<file path="src/rtl/cmdseq_pkg.sv">
package cmdseq_pkg;

    localparam int ADDR_W = 17;
    localparam int DATA_W = 8;
    localparam int KEY_W  = 15;

    localparam logic [KEY_W-1:0] KEY_LO = 15'h5555;
    localparam logic [KEY_W-1:0] KEY_HI = 15'h2AAA;

    localparam logic [DATA_W-1:0] UNLK_1     = 8'hAA;
    localparam logic [DATA_W-1:0] UNLK_2     = 8'h55;
    localparam logic [DATA_W-1:0] OP_PROT_WR = 8'hA0;
    localparam logic [DATA_W-1:0] OP_ID_IN   = 8'h90;
    localparam logic [DATA_W-1:0] OP_ID_OUT  = 8'hF0;
    localparam logic [DATA_W-1:0] OP_EXTEND  = 8'h80;
    localparam logic [DATA_W-1:0] OP_UNPROT  = 8'h20;
    localparam logic [DATA_W-1:0] OP_ERASE   = 8'h10;
    localparam logic [DATA_W-1:0] OP_ID_ALT  = 8'h60;
    localparam logic [DATA_W-1:0] ID_MAKER   = 8'hBF;

    typedef enum logic [2:0] {
        SQ_IDLE,
        SQ_U1,
        SQ_U2,
        SQ_EXT,
        SQ_X1,
        SQ_X2
    } seq_e;

    typedef enum logic [2:0] {
        CMD_NONE,
        CMD_PROT_WR,
        CMD_ID_IN,
        CMD_ID_OUT,
        CMD_UNPROT,
        CMD_ERASE
    } cmd_e;

    typedef struct packed {
        logic [ADDR_W-1:0] addr;
        logic [DATA_W-1:0] data;
    } bus_wr_t;

    function automatic logic key_hit(input logic [KEY_W-1:0] a,
                                     input logic [KEY_W-1:0] k);
        return a == k;
    endfunction

    function automatic cmd_e decode_short(input logic [DATA_W-1:0] d);
        case (d)
            OP_PROT_WR: return CMD_PROT_WR;
            OP_ID_IN:   return CMD_ID_IN;
            OP_ID_OUT:  return CMD_ID_OUT;
            default:    return CMD_NONE;
        endcase
    endfunction

    function automatic cmd_e decode_long(input logic [DATA_W-1:0] d);
        case (d)
            OP_UNPROT: return CMD_UNPROT;
            OP_ERASE:  return CMD_ERASE;
            OP_ID_ALT: return CMD_ID_IN;
            default:   return CMD_NONE;
        endcase
    endfunction

endpackage

</file>
<file path="src/rtl/cmdseq_match.sv">
module cmdseq_match
    import cmdseq_pkg::*;
(
    input  logic    clk,
    input  logic    rst,
    input  logic    wr_stb,
    input  bus_wr_t wr,
    output logic    consume,
    output cmd_e    cmd
);

    seq_e st, nxt;
    logic hit_lo, hit_hi;
    logic unused_fsm;

    assign unused_fsm = ^wr.addr[ADDR_W-1:KEY_W];
    assign hit_lo = key_hit(wr.addr[KEY_W-1:0], KEY_LO);
    assign hit_hi = key_hit(wr.addr[KEY_W-1:0], KEY_HI);

    always_comb begin
        nxt     = st;
        consume = 1'b0;
        cmd     = CMD_NONE;
        if (wr_stb) begin
            case (st)
                SQ_IDLE: begin
                    if (hit_lo && wr.data == UNLK_1) begin
                        nxt     = SQ_U1;
                        consume = 1'b1;
                    end
                end
                SQ_U1, SQ_X1: begin
                    consume = 1'b1;
                    if (hit_hi && wr.data == UNLK_2)
                        nxt = (st == SQ_U1) ? SQ_U2 : SQ_X2;
                    else
                        nxt = SQ_IDLE;
                end
                SQ_U2: begin
                    consume = 1'b1;
                    nxt     = SQ_IDLE;
                    if (hit_lo) begin
                        if (wr.data == OP_EXTEND)
                            nxt = SQ_EXT;
                        else
                            cmd = decode_short(wr.data);
                    end
                end
                SQ_EXT: begin
                    consume = 1'b1;
                    nxt     = (hit_lo && wr.data == UNLK_1) ? SQ_X1 : SQ_IDLE;
                end
                SQ_X2: begin
                    consume = 1'b1;
                    nxt     = SQ_IDLE;
                    if (hit_lo)
                        cmd = decode_long(wr.data);
                end
                default: nxt = SQ_IDLE;
            endcase
        end
    end

    always_ff @(posedge clk) begin
        if (rst)
            st <= SQ_IDLE;
        else
            st <= nxt;
    end

endmodule

</file>
<file path="src/rtl/cmdseq_guard.sv">
module cmdseq_guard
    import cmdseq_pkg::*;
(
    input  logic    clk,
    input  logic    rst,
    input  logic    wr_stb,
    input  bus_wr_t wr,
    input  logic    consume,
    input  cmd_e    cmd,
    input  logic    page_close,
    output logic    prot_on,
    output logic    page_permit,
    output logic    load_stb,
    output bus_wr_t load_wr,
    output logic    drop_stb,
    output logic    erase_stb
);

    logic unlock;
    logic pass;
    logic open_gate;

    assign pass        = wr_stb && !consume;
    assign open_gate   = !prot_on || unlock;
    assign page_permit = open_gate;

    always_ff @(posedge clk) begin
        if (rst) begin
            prot_on   <= 1'b0;
            unlock    <= 1'b0;
            load_stb  <= 1'b0;
            drop_stb  <= 1'b0;
            erase_stb <= 1'b0;
            load_wr   <= '0;
        end else begin
            load_stb  <= pass && open_gate;
            drop_stb  <= pass && !open_gate;
            erase_stb <= (cmd == CMD_ERASE);
            if (pass && open_gate)
                load_wr <= wr;
            case (cmd)
                CMD_PROT_WR: begin
                    prot_on <= 1'b1;
                    unlock  <= 1'b1;
                end
                CMD_UNPROT: begin
                    prot_on <= 1'b0;
                    unlock  <= 1'b0;
                end
                default: begin
                    if (page_close)
                        unlock <= 1'b0;
                end
            endcase
        end
    end

endmodule

</file>
<file path="src/rtl/cmdseq_ident.sv">
module cmdseq_ident
    import cmdseq_pkg::*;
#(
    parameter int                ID_DLY   = 4,
    parameter logic [DATA_W-1:0] DEV_CODE = 8'h07
) (
    input  logic              clk,
    input  logic              rst,
    input  cmd_e              cmd,
    input  logic [KEY_W-1:0]  rd_key,
    input  logic [DATA_W-1:0] arr_rd_data,
    output logic [DATA_W-1:0] rd_data,
    output logic              id_mode
);

    localparam int CW = $clog2(ID_DLY + 1);

    logic [CW-1:0] cnt;
    logic          pend;
    logic          id_hit;

    always_ff @(posedge clk) begin
        if (rst) begin
            cnt     <= '0;
            pend    <= 1'b0;
            id_mode <= 1'b0;
        end else if (cmd == CMD_ID_IN || cmd == CMD_ID_OUT) begin
            cnt  <= CW'(ID_DLY);
            pend <= (cmd == CMD_ID_IN);
        end else if (cnt != '0) begin
            cnt <= cnt - 1'b1;
            if (cnt == CW'(1))
                id_mode <= pend;
        end
    end

    assign id_hit  = id_mode && (rd_key[KEY_W-1:1] == '0);
    assign rd_data = id_hit ? (rd_key[0] ? DEV_CODE : ID_MAKER) : arr_rd_data;

endmodule

</file>
<file path="src/rtl/cmd_unlock_decoder.sv">
module cmd_unlock_decoder
    import cmdseq_pkg::*;
#(
    parameter int                ID_DLY   = 4,
    parameter logic [DATA_W-1:0] DEV_CODE = 8'h07
) (
    input  logic              clk,
    input  logic              rst,
    input  logic              wr_stb,
    input  logic [ADDR_W-1:0] wr_addr,
    input  logic [DATA_W-1:0] wr_data,
    input  logic              page_close,
    input  logic [ADDR_W-1:0] rd_addr,
    input  logic [DATA_W-1:0] arr_rd_data,
    output logic [DATA_W-1:0] rd_data,
    output logic              prot_on,
    output logic              page_permit,
    output logic              load_stb,
    output logic [ADDR_W-1:0] load_addr,
    output logic [DATA_W-1:0] load_data,
    output logic              drop_stb,
    output logic              erase_start,
    output logic              id_mode
);

    bus_wr_t wr_bus;
    bus_wr_t load_bus;
    logic    consume;
    cmd_e    cmd;
    logic    unused_rd_hi;

    assign wr_bus.addr  = wr_addr;
    assign wr_bus.data  = wr_data;
    assign load_addr    = load_bus.addr;
    assign load_data    = load_bus.data;
    assign unused_rd_hi = ^rd_addr[ADDR_W-1:KEY_W];

    cmdseq_match u_match (
        .clk     (clk),
        .rst     (rst),
        .wr_stb  (wr_stb),
        .wr      (wr_bus),
        .consume (consume),
        .cmd     (cmd)
    );

    cmdseq_guard u_guard (
        .clk         (clk),
        .rst         (rst),
        .wr_stb      (wr_stb),
        .wr          (wr_bus),
        .consume     (consume),
        .cmd         (cmd),
        .page_close  (page_close),
        .prot_on     (prot_on),
        .page_permit (page_permit),
        .load_stb    (load_stb),
        .load_wr     (load_bus),
        .drop_stb    (drop_stb),
        .erase_stb   (erase_start)
    );

    cmdseq_ident #(
        .ID_DLY   (ID_DLY),
        .DEV_CODE (DEV_CODE)
    ) u_ident (
        .clk         (clk),
        .rst         (rst),
        .cmd         (cmd),
        .rd_key      (rd_addr[KEY_W-1:0]),
        .arr_rd_data (arr_rd_data),
        .rd_data     (rd_data),
        .id_mode     (id_mode)
    );

endmodule

</file>
<file path="config.mk">
export PLATFORM = sky130hd
export DESIGN_NAME = cmd_unlock_decoder
export DESIGN_NICKNAME = d
export VERILOG_FILES = /design/src/rtl/cmdseq_pkg.sv /design/src/rtl/cmdseq_match.sv /design/src/rtl/cmdseq_guard.sv /design/src/rtl/cmdseq_ident.sv /design/src/rtl/cmd_unlock_decoder.sv
export SDC_FILE = /design/constraint.sdc
export NUM_CORES = 1
export LEC_CHECK = 0
export BUFFER_PORTS_ARGS = -buffer_cell sky130_fd_sc_hd__buf_2
export CAP_MARGIN = 5
export CORE_ASPECT_RATIO = 0.9
export CORE_MARGIN = 10
export CORE_UTILIZATION = 48
export CTS_CLUSTER_DIAMETER = 50
export DETAILED_ROUTE_END_ITERATION = 12
export PLACE_DENSITY = 0.83
export RECOVER_POWER = 25
export SETUP_SLACK_MARGIN = 0.15
export SYNTH_ARGS = -nofsm -noshare
export SYNTH_HDL_FRONTEND = slang
export SYNTH_SLANG_ARGS = --single-unit
</file>
<file path="constraint.sdc">
create_clock -name clk -period 2.2 [get_ports clk]
set_clock_uncertainty 0.15 [all_clocks]
set_input_delay 0 -clock clk [delete_from_list [all_inputs] [get_ports clk]]
set_output_delay 0 -clock clk [all_outputs]
set_load 0.03 [all_outputs]
</file>
* Word-level counts from Yosys, hierarchy flattened *
Index checks and enable logic that the tools add are counted.

word-level totals
  output and inout bits = 39
  bits of input ports = 54
  logic and storage cells = 83
  register bits = 38

cells by class
  multiplexer cells = 24
  equal/unequal tests = 23
  $add $sub $neg = 1
  bitwise operators = 1
  reductions and logical operators = 22

operators with widths
  operator              count
  $eq 8x8->1 const B    5
  $mux 3                11
  $eq 8x7->1 const B    2
  $mux 8                2
  $eq 15x14->1 const B  1
  $eq 15x15->1 const B  1
  $logic_not 14->1      1
  $eq 3x2->1 const B    4
  $eq 3x3->1 const B    4
  $pmux 3 s4            1
  $eq 3x1->1 const B    3
  $pmux 3 s3            1
  $eq 8x5->1 const B    1
  $eq 8x6->1 const B    1
  $logic_and 1x1->1     6
  $pmux 1 s2            3
  $pmux 2 s3            1
  $pmux 3 s2            1
  $reduce_bool 3->1     2
  $reduce_or 5->1       1
  $reduce_bool 2->1     2
  $reduce_or 2->1       2
  $logic_not 1->1       3
  $logic_not 3->1       1
  8 further kinds       11

* Longest topological paths before layout *
Gate-level depths: netlist (run 1).

  depth in word-level cells = 10
  mapped depth = 7
  depth with buffers taken out = 7

* Hierarchy *
Synthesis (run 1) repeated with hierarchy kept, for this count alone.

second synthesis, totals
  cell total of the unflattened synthesis = 237
  area, all modules = 2,232.1 um^2

modules (own cells, without submodules)
  module        cells each  area each (um^2)  times used  sequential area each (um^2)
  cmdseq_guard  130         1,335.0           1           600.6
  cmdseq_match  61          464.2             1           60.1
  cmdseq_ident  46          432.9             1           100.1

* Worst setup path before layout (run 1) *
Ideal clock, no wire load.

  path kind = register to register
  start point = register u_match.st[2]
  end point = register u_guard.load_wr[0] in the netlist's numbering
  period minus slack after synthesis = 1,957 ps
  path buffers = 1
  cell stages (with the launch flop) = 8
  arrival = 1,736 ps
  library setup time = 72 ps
  data required time = 1,978 ps
  slack = 243 ps
  cells stage by stage = dfxtp_1 inv_1 ha_1 a21boi_1 o211ai_1 a31oi_4 buf_6 mux2i_1

on the way
  cells in the longest elaborated chain, start to end = 7
  elaborated cells on any way between the ends = 12
  classes of those cells = 5 x eq/ne; 2 x mux; 5 x reduce/logical

RTL lines
  item                                line                RTL
  start: declaration                  cmdseq_match.sv:12  seq_e st, nxt;
  start signal: assignment            cmdseq_match.sv:68  st <= nxt;
  $eq 3x2->1 (tied with other cells)  cmdseq_match.sv:25  case (st)
  $reduce_or 5->1 (no line)           n/a
  $pmux 1 s2 *                        cmdseq_match.sv:25
  $mux 1 *                            cmdseq_match.sv:24  if (wr_stb) begin
  $logic_not 1->1 *                   cmdseq_guard.sv:23  assign pass = wr_stb && !consume;
  $logic_and 1x1->1 *                 cmdseq_guard.sv:23
  $logic_and 1x1->1 *                 cmdseq_guard.sv:39  if (pass && open_gate)
  end signal: assignment              cmdseq_guard.sv:40  load_wr <= wr;
  end: declaration                    cmdseq_guard.sv:14  output bus_wr_t load_wr,

Mark *: on every way between the ends. The rest lies on a longest branch, timed or not.
A chain may end at the register's enable or synchronous reset.

* Final worst setup path (run 1) *
Same ends and word-level chain as after synthesis.

==> flow_metrics.py, run 1 <==
metrics = {
    "floorplan": {
        "ioPinCount": 93,
        "die_w_um": 92.15,
        "core_area_mm2": 0.004489,
        "start_util_pct": 50.08,
        "rows": 23,
        "die_area_mm2": 0.007826,
        "die_h_um": 84.93,
    },
    "critical_path": {
        "startpoint_type": "flip-flop",
        "required_ps": 2280,
        "crit_fanout": 9,
        "r2r_start": "u_match.st[2]$_SDFFE_PP0P_",
        "crit_type": "reg -> reg",
        "reg2reg_to": "u_guard.load_wr[0]$_SDFFE_PP0P_",
        "r2r_setup_slack_ps": 230,
        "r2r_cells": 7,
        "cp.arrival_ps": 2060,
        "crit_path_end_kind": "flip-flop",
    },
    "worst_hold_path": {
        "hold_class": "in -> reg",
        "hold_path_depth": 2,
        "worstHoldStart": "rst",
        "hold_end": "u_ident.pend$_SDFFE_PP0P_",
    },
    "clocking": {
        "root_buffer": "clkbuf_8",
        "path_clk_slew_ps": 80,
        "cts-buffers-inserted": 5,
        "cts_tree": "yes",
        "cts_num_sinks": 38,
        "clkLatencyLatePin_ps": 290,
        "cts_htree_levels": 2,
        "clk_path_buf_depth": 2,
    },
    "route": {
        "wl_per_cell_um": 15.37,
        "ant_nets": 0,
        "vias_per_cell": 5.245,
        "wl_um": 6580,
        "routed-via-count": 2245,
        "drc": 0,
        "first_iter_violations": 91,
        "dr.pass1.iters": 4,
    },
    "synthesis": {
        "synth_seq_cells": 38,
        "synth_seq_area_share_pct": 33.83,
        "postSynthAreaPerCell_um2": 9.253,
        "syn_nets": 303,
        "yosys_warnings": 0,
        "yosysTopAreaCellShare_pct": 33.83,
        "synth_cell_types": 47,
        "yosys.area.top_type": "dfxtp_1",
        "synthFlopType": "dfxtp_1",
        "synth_edf_count": 0,
        "syn_inst": 243,
        "netlist_area_mm2": 0.002248,
        "synth_area_leaders": "dfxtp_1 34%, nand2b_1 16%, mux2i_1 12%",
        "async_flop_share_pct": 0,
    },
    "pwr": {
        "power_density_mw_per_mm2": 528.9,
        "ir_worst_vdd_uv": 425.9,
        "p_leak_nw": 1.382,
    },
    "timing": {
        "slew_headroom_pct": 49.03,
        "tightest_slew_ps": 764.6,
        "setup_slack_ps": 226.1,
        "maxClockFrequency_ghz": 0.5066,
        "slew_violations": 0,
        "min_period_ps": 1974,
        "hold_violations": 0,
        "tns_ps": 0,
        "setup_viol": 0,
        "grt_setup_unrepaired": "yes",
        "fin_crit_sh_pct": 89.72,
    },
    "grt": {
        "grt-busiest-layer": "met2",
        "global_route.usage.met1_pct": 18.45,
        "grt_pass1_vias": 2285,
        "grtUsageMet3_pct": 5.986,
        "antenna_found_initial": 0,
        "grt_max_degree": 61,
        "gr-total-overflow": 0,
        "grtUsageMet2_pct": 27.95,
        "gr-usage-all-layers_pct": 16.24,
        "grt_pass1_wl_um": 10800,
    },
    "flow_run": {
        "drv_cap": 0,
    },
    "layout": {
        "final_area_mm2": 0.003191,
        "drive_gt1_share_pct": 27.60,
        "antennaDiodeCount": 0,
        "nets": 425,
        "syn2layout_area_growth_pct": 41.90,
        "fillCellCount": 347,
    },
    "outcome": {
        "status": "finished, final reports clean",
    },
    "placed_design": {
        "post-place-ws_ps": 172.9,
        "place_area_mm2": 0.002759,
        "gp_congestion": 0.8146,
        "port-buffer-count": 90,
        "dp_hpwl_um": 4638,
    },
}
[metrics by stage]
stage          hold WS [ps]  cells  total power, mW  util, %
6_report              131.4    428            1.687    71.07
3_5_place_dp          120.3    388            1.156    61.45
3_3_place_gp          112.4    388            1.143    61.45
5_1_grt               191.5    428            1.788    71.07
2_1_floorplan         5.300    243            1.022        -
4_1_cts               130.2    423            1.692    69.62
[kinds of logic after synthesis]
| logic type | count (synthesis) | share of synthesized area (%) |
|---|---|---|
| compound gates | 24 | 8.459 |
| xor+xnor | 3 | 1.169 |
| fa+ha+maj | 6 | 3.339 |
| buf+inv | 19 | 4.006 |
| flops | 38 | 33.83 |
| mux | 27 | 12.02 |
| simple gates | 126 | 37.17 |
[cell usage after synthesis, types with 3 or more instances]
cell / number
a21o_1: 6
a21oi_1: 3
buf_2: 3
clkbuf_1: 6
dfxtp_1: 38
ha_1: 6
inv_1: 8
mux2i_1: 27
nand2_1: 6
nand2b_1: 56
nand3_1: 3
nand4_1: 3
nand4bb_1: 5
nor2_1: 13
nor3_1: 8
nor3b_1: 3
nor4_1: 4
nor4b_1: 4
nor4bb_1: 3
o21ai_0: 4
[power breakdown]
part / internal (mW) / total [mW] / switching [mW]
Sequential: 0.729 / 0.752 / 0.0228
Clock: 0.252 / 0.505 / 0.253
Combinational: 0.193 / 0.431 / 0.238
Total: 1.17 / 1.69 / 0.513
[layer usage]
metal | vias to the layer above | wire, um
met2 | 88 | 3117
li1 | 1104 | -
met1 | 1040 | 2849
met3 | 13 | 521
met5 | - | 0
met4 | 0 | 91
[critical path, cell delays in order (launching register included)]
cell and delay, ps:
dfxtp_2 400, inv_1 90, ha_1 270, a21boi_2 160, o211ai_1 150, a31oi_4 290, clkbuf_16 230, mux2i_1 180
[cell type report]
| class | count | area (um2) | area share [%] |
|---|---|---|---|
| multi-input combinational | 186 | 1418 | 44.43 |
| timing repair buffer | 126 | 808.3 | 25.33 |
| clock buffer | 6 | 82.58 | 2.588 |
| sequential | 38 | 762.0 | 23.88 |
| clock inverter | 2 | 12.51 | 0.3922 |
| inverter | 8 | 30.03 | 0.9412 |
| tap | 62 | 77.57 | 2.431 |
[layout by cell type, fill, tap and decap left out, drive strengths merged, types with 6 or more instances in the layout]
cell         netlist  routed
ha                 6       6
a21o               6       6
dlygate4sd3        0      27
nor3               8       8
mux2i             27      27
nor2              13      13
nand2              6       6
nand2b            56      56
dfxtp             38      38
inv                8       8
nor4b              6       6
clkbuf             6      26
buf                5      79
[worst max-delay path by stage]
stage	startpoint	end	cells past startpoint
2_1_floorplan	u_match.st[2]$_SDFFE_PP0P_	u_guard.load_wr[0]$_SDFFE_PP0P_	7
3_3_place_gp	u_match.st[2]$_SDFFE_PP0P_	u_guard.load_wr[6]$_SDFFE_PP0P_	7
3_5_place_dp	u_match.st[2]$_SDFFE_PP0P_	u_guard.load_wr[17]$_SDFFE_PP0P_	7
4_1_cts	wr_addr[1]	u_guard.unlock$_SDFFE_PP0P_	7
5_1_grt	wr_addr[11]	u_guard.unlock$_SDFFE_PP0P_	8
6_report	u_match.st[2]$_SDFFE_PP0P_	u_guard.load_wr[0]$_SDFFE_PP0P_	7
[state kept, by name, summed over array words and instances, names as in the netlist]
| signal | count |
|---|---|
| u_ident.pend | 1 |
| u_guard.erase_stb | 1 |
| u_guard.drop_stb | 1 |
| u_guard.load_wr | 25 |
| u_guard.unlock | 1 |
| u_guard.load_stb | 1 |
| u_ident.cnt | 3 |
| u_match.st | 3 |
| u_ident.id_mode | 1 |
| u_guard.prot_on | 1 |
[repair_timing]
item | in CTS | in global routing
pin swaps | 0 | 4
hold buffers | 27 | 0
endpoints found under the hold margin | 31 | 0
buffers inserted | 0 | 4
setup endpoints to repair | 2 | 13
gates cloned | 0 | 1
gates resized for setup | 1 | 7
(Power assumes the default switching activity.)
==> inputs of run 2 (changes only) <==
--- a/config.mk
+++ b/config.mk
@@ -5,14 +5,14 @@
 export SDC_FILE = /design/constraint.sdc
 export NUM_CORES = 1
 export LEC_CHECK = 0
-export BUFFER_PORTS_ARGS = -buffer_cell sky130_fd_sc_hd__buf_2
 export CAP_MARGIN = 5
 export CORE_ASPECT_RATIO = 0.9
 export CORE_MARGIN = 10
-export CORE_UTILIZATION = 48
+export CORE_UTILIZATION = 50
 export CTS_CLUSTER_DIAMETER = 50
 export DETAILED_ROUTE_END_ITERATION = 12
-export PLACE_DENSITY = 0.83
+export DONT_BUFFER_PORTS = 1
+export PLACE_DENSITY = 0.68
 export RECOVER_POWER = 25
 export SETUP_SLACK_MARGIN = 0.15
 export SYNTH_ARGS = -nofsm -noshare
==> run 2 against run 1 <==
Sequential share of layout area grew 3.5 points. Largest cell class unchanged. Clock-buffer cell count is the same. Non-clock buffer count shrank 87. Cell area shrank 13%. Global-route usage shrank 0.23 points. Critical path type unchanged. Utilization shrank 7.8 points. Critical path depth is the same. Combinational power shrank 34%. Setup slack gained 70 ps. Sequential cell count is the same. Highest routed layer unchanged.
==> flow_metrics.py, run 2 (same netlist as run 1, synthesis figures left out) <==
metrics = {
    "layout": {
        "final_common_cell": "nand2b_1",
        "final_area_mm2": 0.002786,
        "final_util_pct": 63.29,
        "antennaDiodeCount": 0,
        "syn2layout_area_growth_pct": 23.93,
        "nets": 338,
        "fin_cells": 340,
        "drive_gt1_share_pct": 10.43,
        "largest_registers": "u_guard.load_wr (25), u_ident.cnt (3), u_match.st (3)",
        "largest_reg_flops": 25,
        "regMostFlops": "u_guard.load_wr",
        "layout_common_cells": "56 x nand2b_1, 37 x dfxtp_1, 28 x dlygate4sd3_1, 27 x mux2i_1, 12 x nor2_1",
    },
    "clocking": {
        "cts_tree": "yes",
        "cts_htree_levels": 2,
        "clkLatencyLatePin_ps": 280,
        "path_clk_slew_ps": 80,
        "cts_num_sinks": 38,
        "root_buffer": "clkbuf_8",
        "clk_path_buf_depth": 2,
        "cts-buffers-inserted": 5,
    },
    "floorplan": {
        "ioPinCount": 93,
        "die_area_mm2": 0.007583,
        "core_area_mm2": 0.004403,
        "die_h_um": 83.62,
        "die_w_um": 90.69,
        "start_util_pct": 51.07,
        "rows": 23,
    },
    "timing": {
        "tightest_slew_ps": 460.1,
        "setup_viol": 0,
        "tns_ps": 0,
        "min_period_ps": 1904,
        "maxClockFrequency_ghz": 0.5252,
        "grt_setup_unrepaired": "no",
        "hold_slack_ps": 2.404,
        "setup_slack_ps": 295.9,
        "hold_violations": 0,
        "fin_crit_sh_pct": 86.55,
        "slew_headroom_pct": 69.33,
        "slew_violations": 0,
    },
    "route": {
        "vias_per_cell": 5.682,
        "highest_layer": "met4",
        "wl_met1_um": 2509,
        "dr.pass1.iters": 4,
        "wl_um": 6312,
        "routed-via-count": 1932,
        "ant_nets": 0,
        "dr_wl_met2_um": 3170,
        "drc": 0,
        "dr_wl_met3_um": 586,
        "first_iter_violations": 61,
        "wl_per_cell_um": 18.56,
    },
    "pwr": {
        "total_power_mw": 1.702,
        "ir_worst_vdd_uv": 448.6,
        "p_leak_nw": 1.082,
        "power_density_mw_per_mm2": 610.8,
    },
    "critical_path": {
        "crit_type": "reg -> reg",
        "cp.arrival_ps": 1970,
        "crit_path_cell_trace": "inv_1 -> ha_1 -> a21boi_1 -> o211ai_1 -> a31oi_4 -> clkbuf_16 -> mux2i_1",
        "crit_slowest_cell": "dfxtp_1",
        "required_ps": 2270,
        "slowest_delay_ps": 330,
        "crit_fanout": 11,
        "crit_path_end_kind": "flip-flop",
        "startpoint_type": "flip-flop",
    },
    "worst_hold_path": {
        "hold_class": "in -> reg",
    },
    "placed_design": {
        "post-place-ws_ps": 286.4,
        "dp_hpwl_um": 4355,
        "place_area_mm2": 0.002331,
        "port-buffer-count": 0,
        "gp_congestion": 0.7749,
        "dp_cells": 301,
    },
    "outcome": {
        "status": "finished, final reports clean",
    },
    "grt": {
        "gr-total-overflow": 0,
        "grt_max_degree": 61,
        "grt_pass1_vias": 1904,
        "gr-usage-all-layers_pct": 16.01,
        "grt_pass1_wl_um": 10080,
        "antenna_found_initial": 0,
    },
    "flow_run": {
        "drv_cap": 0,
    },
}
[run 2: power breakdown]
| group | internal, mW | switching, mW | leakage [nW] |
|---|---|---|---|
| Sequential | 0.729 | 0.0867 | 0.312 |
| Combinational | 0.146 | 0.138 | 0.713 |
| Clock | 0.363 | 0.240 | 0.0573 |
[run 2: timing repair]
action                                  4_1_cts  5_1_grt
endpoints found under the hold margin        38        0
setup buffers                                 0        2
endpoints found under the setup margin        0        9
resized for setup                             0        3
hold buffers                                 29        0
[run 2: cell type report]
type | count | area (um2)
well taps | 62 | 77.57
flip-flops and latches | 38 | 762.0
repair buffers | 39 | 397.9
clock inverters | 1 | 30.03
clock buffers | 6 | 82.58
fillers | 395 | 1617
inverters | 8 | 30.03
multi-input cells | 186 | 1406
[run 2: critical path, delay by kind of cell, from the launching register on]
family                   cells  cell delay (ps)
AO/OA/AOI/OAI                3              610
flip-flops                   1              330
buffers and inverters        2              300
adder cells (fa/ha/maj)      1              260
multiplexers                 1              190
[run 2: path summary, 6_finish.rpt]
path	from	endpoint	slack [ps]	cells past startpoint
max reg2reg	u_match.st[2]$_SDFFE_PP0P_	u_guard.load_wr[19]$_SDFFE_PP0P_	300	7
max	u_match.st[2]$_SDFFE_PP0P_	u_guard.load_wr[19]$_SDFFE_PP0P_	300	7
min	wr_addr[2]	u_guard.erase_stb$_SDFF_PP0_	2	4
min reg2reg	u_ident.pend$_SDFFE_PP0P_	u_ident.id_mode$_SDFFE_PP0P_	330	2
[run 2: routing by layer]
layer  global-route usage (%)  vias to the layer above
met5                        0                        -
met4                    4.046                        0
met3                    6.115                        6
met2                    27.44                       67
met1                    18.16                      929
li1                         -                      930
==> inputs of run 3 (changes only) <==
--- a/config.mk
+++ b/config.mk
@@ -5,6 +5,7 @@
 export SDC_FILE = /design/constraint.sdc
 export NUM_CORES = 1
 export LEC_CHECK = 0
+export ABC_AREA = 1
 export CAP_MARGIN = 5
 export CORE_ASPECT_RATIO = 0.9
 export CORE_MARGIN = 10
@@ -13,8 +14,9 @@
 export DETAILED_ROUTE_END_ITERATION = 12
 export DONT_BUFFER_PORTS = 1
 export PLACE_DENSITY = 0.68
-export RECOVER_POWER = 25
+export RECOVER_POWER = 50
 export SETUP_SLACK_MARGIN = 0.15
+export SLEW_MARGIN = 20
 export SYNTH_ARGS = -nofsm -noshare
 export SYNTH_HDL_FRONTEND = slang
 export SYNTH_SLANG_ARGS = --single-unit
==> run 3 against run 2 <==
Wire length grew 20%. Via count rose by 39%. Sequential power up 5.3%. Cell area up 12%. Cell count increased by 58%. Clock power grew 0.7%. Synthesized cell count increased by 79%. Clock-buffer cell count fell by 1. Combinational power up 48%. Register-to-register slack about the same. Synthesized area grew 14%.
==> flow_metrics.py, run 3 <==
metrics = {
    "grt": {
        "grt_max_degree": 30,
        "antenna_found_initial": 0,
        "grt_pass1_wl_um": 10920,
        "gr-total-overflow": 0,
        "grt_pass1_vias": 2418,
        "gr-usage-all-layers_pct": 16.03,
    },
    "clocking": {
        "postCtsSetupBuffers": 0,
        "cts_htree_levels": 2,
        "clk_path_buf_depth": 2,
        "clkLatencyLatePin_ps": 290,
        "root_buffer": "clkbuf_8",
        "cts-buffers-inserted": 5,
        "cts_tree": "yes",
        "path_clk_slew_ps": 70,
        "cts_num_sinks": 38,
    },
    "critical_path": {
        "required_ps": 2050,
        "startpoint_type": "flip-flop",
        "crit_path_end_kind": "primary output",
        "r2r_start": "u_guard.unlock$_SDFFE_PP0P_",
        "cp.arrival_ps": 1820,
        "crit_fanout": 4,
        "cp-startpoint": "u_ident.id_mode$_SDFFE_PP0P_",
        "crit_type": "reg -> out",
    },
    "floorplan": {
        "core_area_mm2": 0.004925,
        "die_area_mm2": 0.008415,
        "die_w_um": 95.59,
        "ioPinCount": 93,
        "start_util_pct": 52.21,
        "rows": 24,
        "die_h_um": 88.03,
    },
    "synthesis": {
        "synth_xor_area_share_pct": 0.3406,
        "synth_seq_area_share_pct": 29.59,
        "netlist_area_mm2": 0.002571,
        "synthFlopType": "dfxtp_1",
        "syn_nets": 496,
        "synthTopCellsByCount": "107 x nand2_1, 95 x inv_1, 71 x nor2_1",
        "synth-simple-area-share_pct": 45.84,
        "synth_seq_cells": 38,
        "synthAdderAreaFrac_pct": 2.920,
        "syn_inst": 436,
        "synth_area_leaders": "dfxtp_1 30%, nand2_1 16%, inv_1 14%",
        "yosys.area.top_type": "dfxtp_1",
        "synth_cell_types": 27,
        "yosys_warnings": 0,
        "postSynthAreaPerCell_um2": 5.897,
        "yosysTopAreaCellShare_pct": 29.59,
        "synth_compound_area_share_pct": 2.725,
        "synthMostInstantiatedCell": "nand2_1",
        "synth_top_family_by_area": "simple AND/OR/NAND/NOR gates",
        "async_flop_share_pct": 0,
        "synth_mux_area_share_pct": 0,
        "synth_edf_count": 0,
    },
    "route": {
        "drc": 0,
        "vias_per_cell": 4.996,
        "wl_um": 7576,
        "wl_per_cell_um": 14.08,
        "ant_nets": 0,
        "first_iter_violations": 133,
        "routed-via-count": 2688,
        "dr.pass1.iters": 4,
    },
    "pwr": {
        "power_density_mw_per_mm2": 604.6,
        "p_leak_nw": 1.616,
        "ir_worst_vdd_uv": 588.9,
    },
    "timing": {
        "tightest_slew_ps": 701.2,
        "setup_viol": 0,
        "slew_headroom_pct": 52.82,
        "setup_slack_ps": 232.9,
        "slew_violations": 0,
        "hold_slack_ps": 17.06,
        "min_period_ps": 1967,
        "grt_setup_unrepaired": "no",
        "tns_ps": 0,
        "maxClockFrequency_ghz": 0.5084,
        "fin_crit_sh_pct": 89.41,
        "hold_violations": 0,
    },
    "layout": {
        "nets": 532,
        "antennaDiodeCount": 0,
        "final_common_cell": "nand2_1",
        "regMostFlops": "u_guard.load_wr",
        "seq_area_um2": 762.0,
        "drive_gt1_share_pct": 8.879,
        "largest_registers": "u_guard.load_wr (25), u_ident.cnt (3), u_match.st (3)",
        "fillCellCount": 460,
        "syn2layout_area_growth_pct": 21.22,
        "largest_reg_flops": 25,
        "layout_common_cells": "107 x nand2_1, 95 x inv_1, 69 x nor2_1, 37 x dfxtp_1, 32 x dlygate4sd3_1",
        "multi_input_area_mm2": 0.001395,
    },
    "flow_run": {
        "drv_cap": 0,
    },
    "placed_design": {
        "port-buffer-count": 0,
        "post-place-ws_ps": 173.2,
        "gp_congestion": 0.8643,
        "dp_hpwl_um": 5239,
    },
    "outcome": {
        "status": "finished, final reports clean",
    },
    "worst_hold_path": {
        "worstHoldStart": "arr_rd_data[6]",
        "hold_class": "in -> out",
    },
}
==> run 3: cell types whose count changed after synthesis, sizes merged, moves of 3 or more <==
cell	before	now
a21o	6	0
a21oi	3	11
inv	8	104
mux2i	27	0
nand2	6	117
nand2b	56	0
nand3	3	21
nand4	3	31
nand4bb	5	0
nor2	13	74
nor4b	6	1
nor4bb	3	0
==> run 3: worst paths after layout <==
check / endpoint / slack (ps) / cells past startpoint
max: rd_data[3] / 230 / 4
min: rd_data[6] / 20 / 2
max reg2reg: u_guard.load_wr[1]$_SDFFE_PP0P_ / 310 / 6
min reg2reg: u_ident.pend$_SDFFE_PP0P_ / 320 / 2
==> run 3: cell type report <==
type                       count  area share (%)
timing repair buffer          39           12.00
inverter                     104           12.53
clock inverter                 3           1.445
clock buffer                   5           2.208
sequential                    38           24.45
multi-input combinational    284           44.76
tap                           65           2.609
==> run 3: cell families after synthesis <==
family                     count (synthesis)
DFF                                       38
AOI/OAI and AO/OA                         14
and+or+nand+nor                          260
adders and majority gates                  6
xor gates and xnor gates                   1
buffers and inverters                    117
==> run 3: timing repair <==
action / 4_1_cts / 5_1_grt
hold buffers: 15 / 20
resized for setup: 0 / 8
setup endpoints to repair: 0 / 37
hold endpoints to repair: 35 / 31
==> run 3: metrics by stage <==
stage | total power, mW | util (%) | cell area, um2 | cells
floorplan | 1.174 | - | 2571 | 436
global placement | 1.217 | 53.00 | 2610 | 494
global route | 2.006 | 63.29 | 3117 | 538
CTS | 1.863 | 58.36 | 2874 | 517
finish | 1.884 | 63.29 | 3117 | 538
detailed placement | 1.233 | 53.00 | 2610 | 494
==> run 3: power by group <==
part | switching [mW] | internal [mW]
sequential | 0.108 | 0.751
combinational | 0.247 | 0.172
clock | 0.269 | 0.337
==> run 3: worst max-delay path, stage by stage (launching register included) <==
cell      delay (ps)
dfxtp_1          330
clkbuf_1         380
nor4b_1          300
nand4_1          210
nand2_1          300
==> run 3: layer usage <==
metal / routed length [um] / up-vias / part of all wire (%) / GRT usage (%)
li1: - / 1396 / - / -
met4: 134 / 0 / 1.8 / 5.890
met2: 3822 / 72 / 50 / 28.29
met5: 0 / - / 0 / 0
met3: 638 / 12 / 8.4 / 4.790
met1: 2981 / 1208 / 39 / 17.74
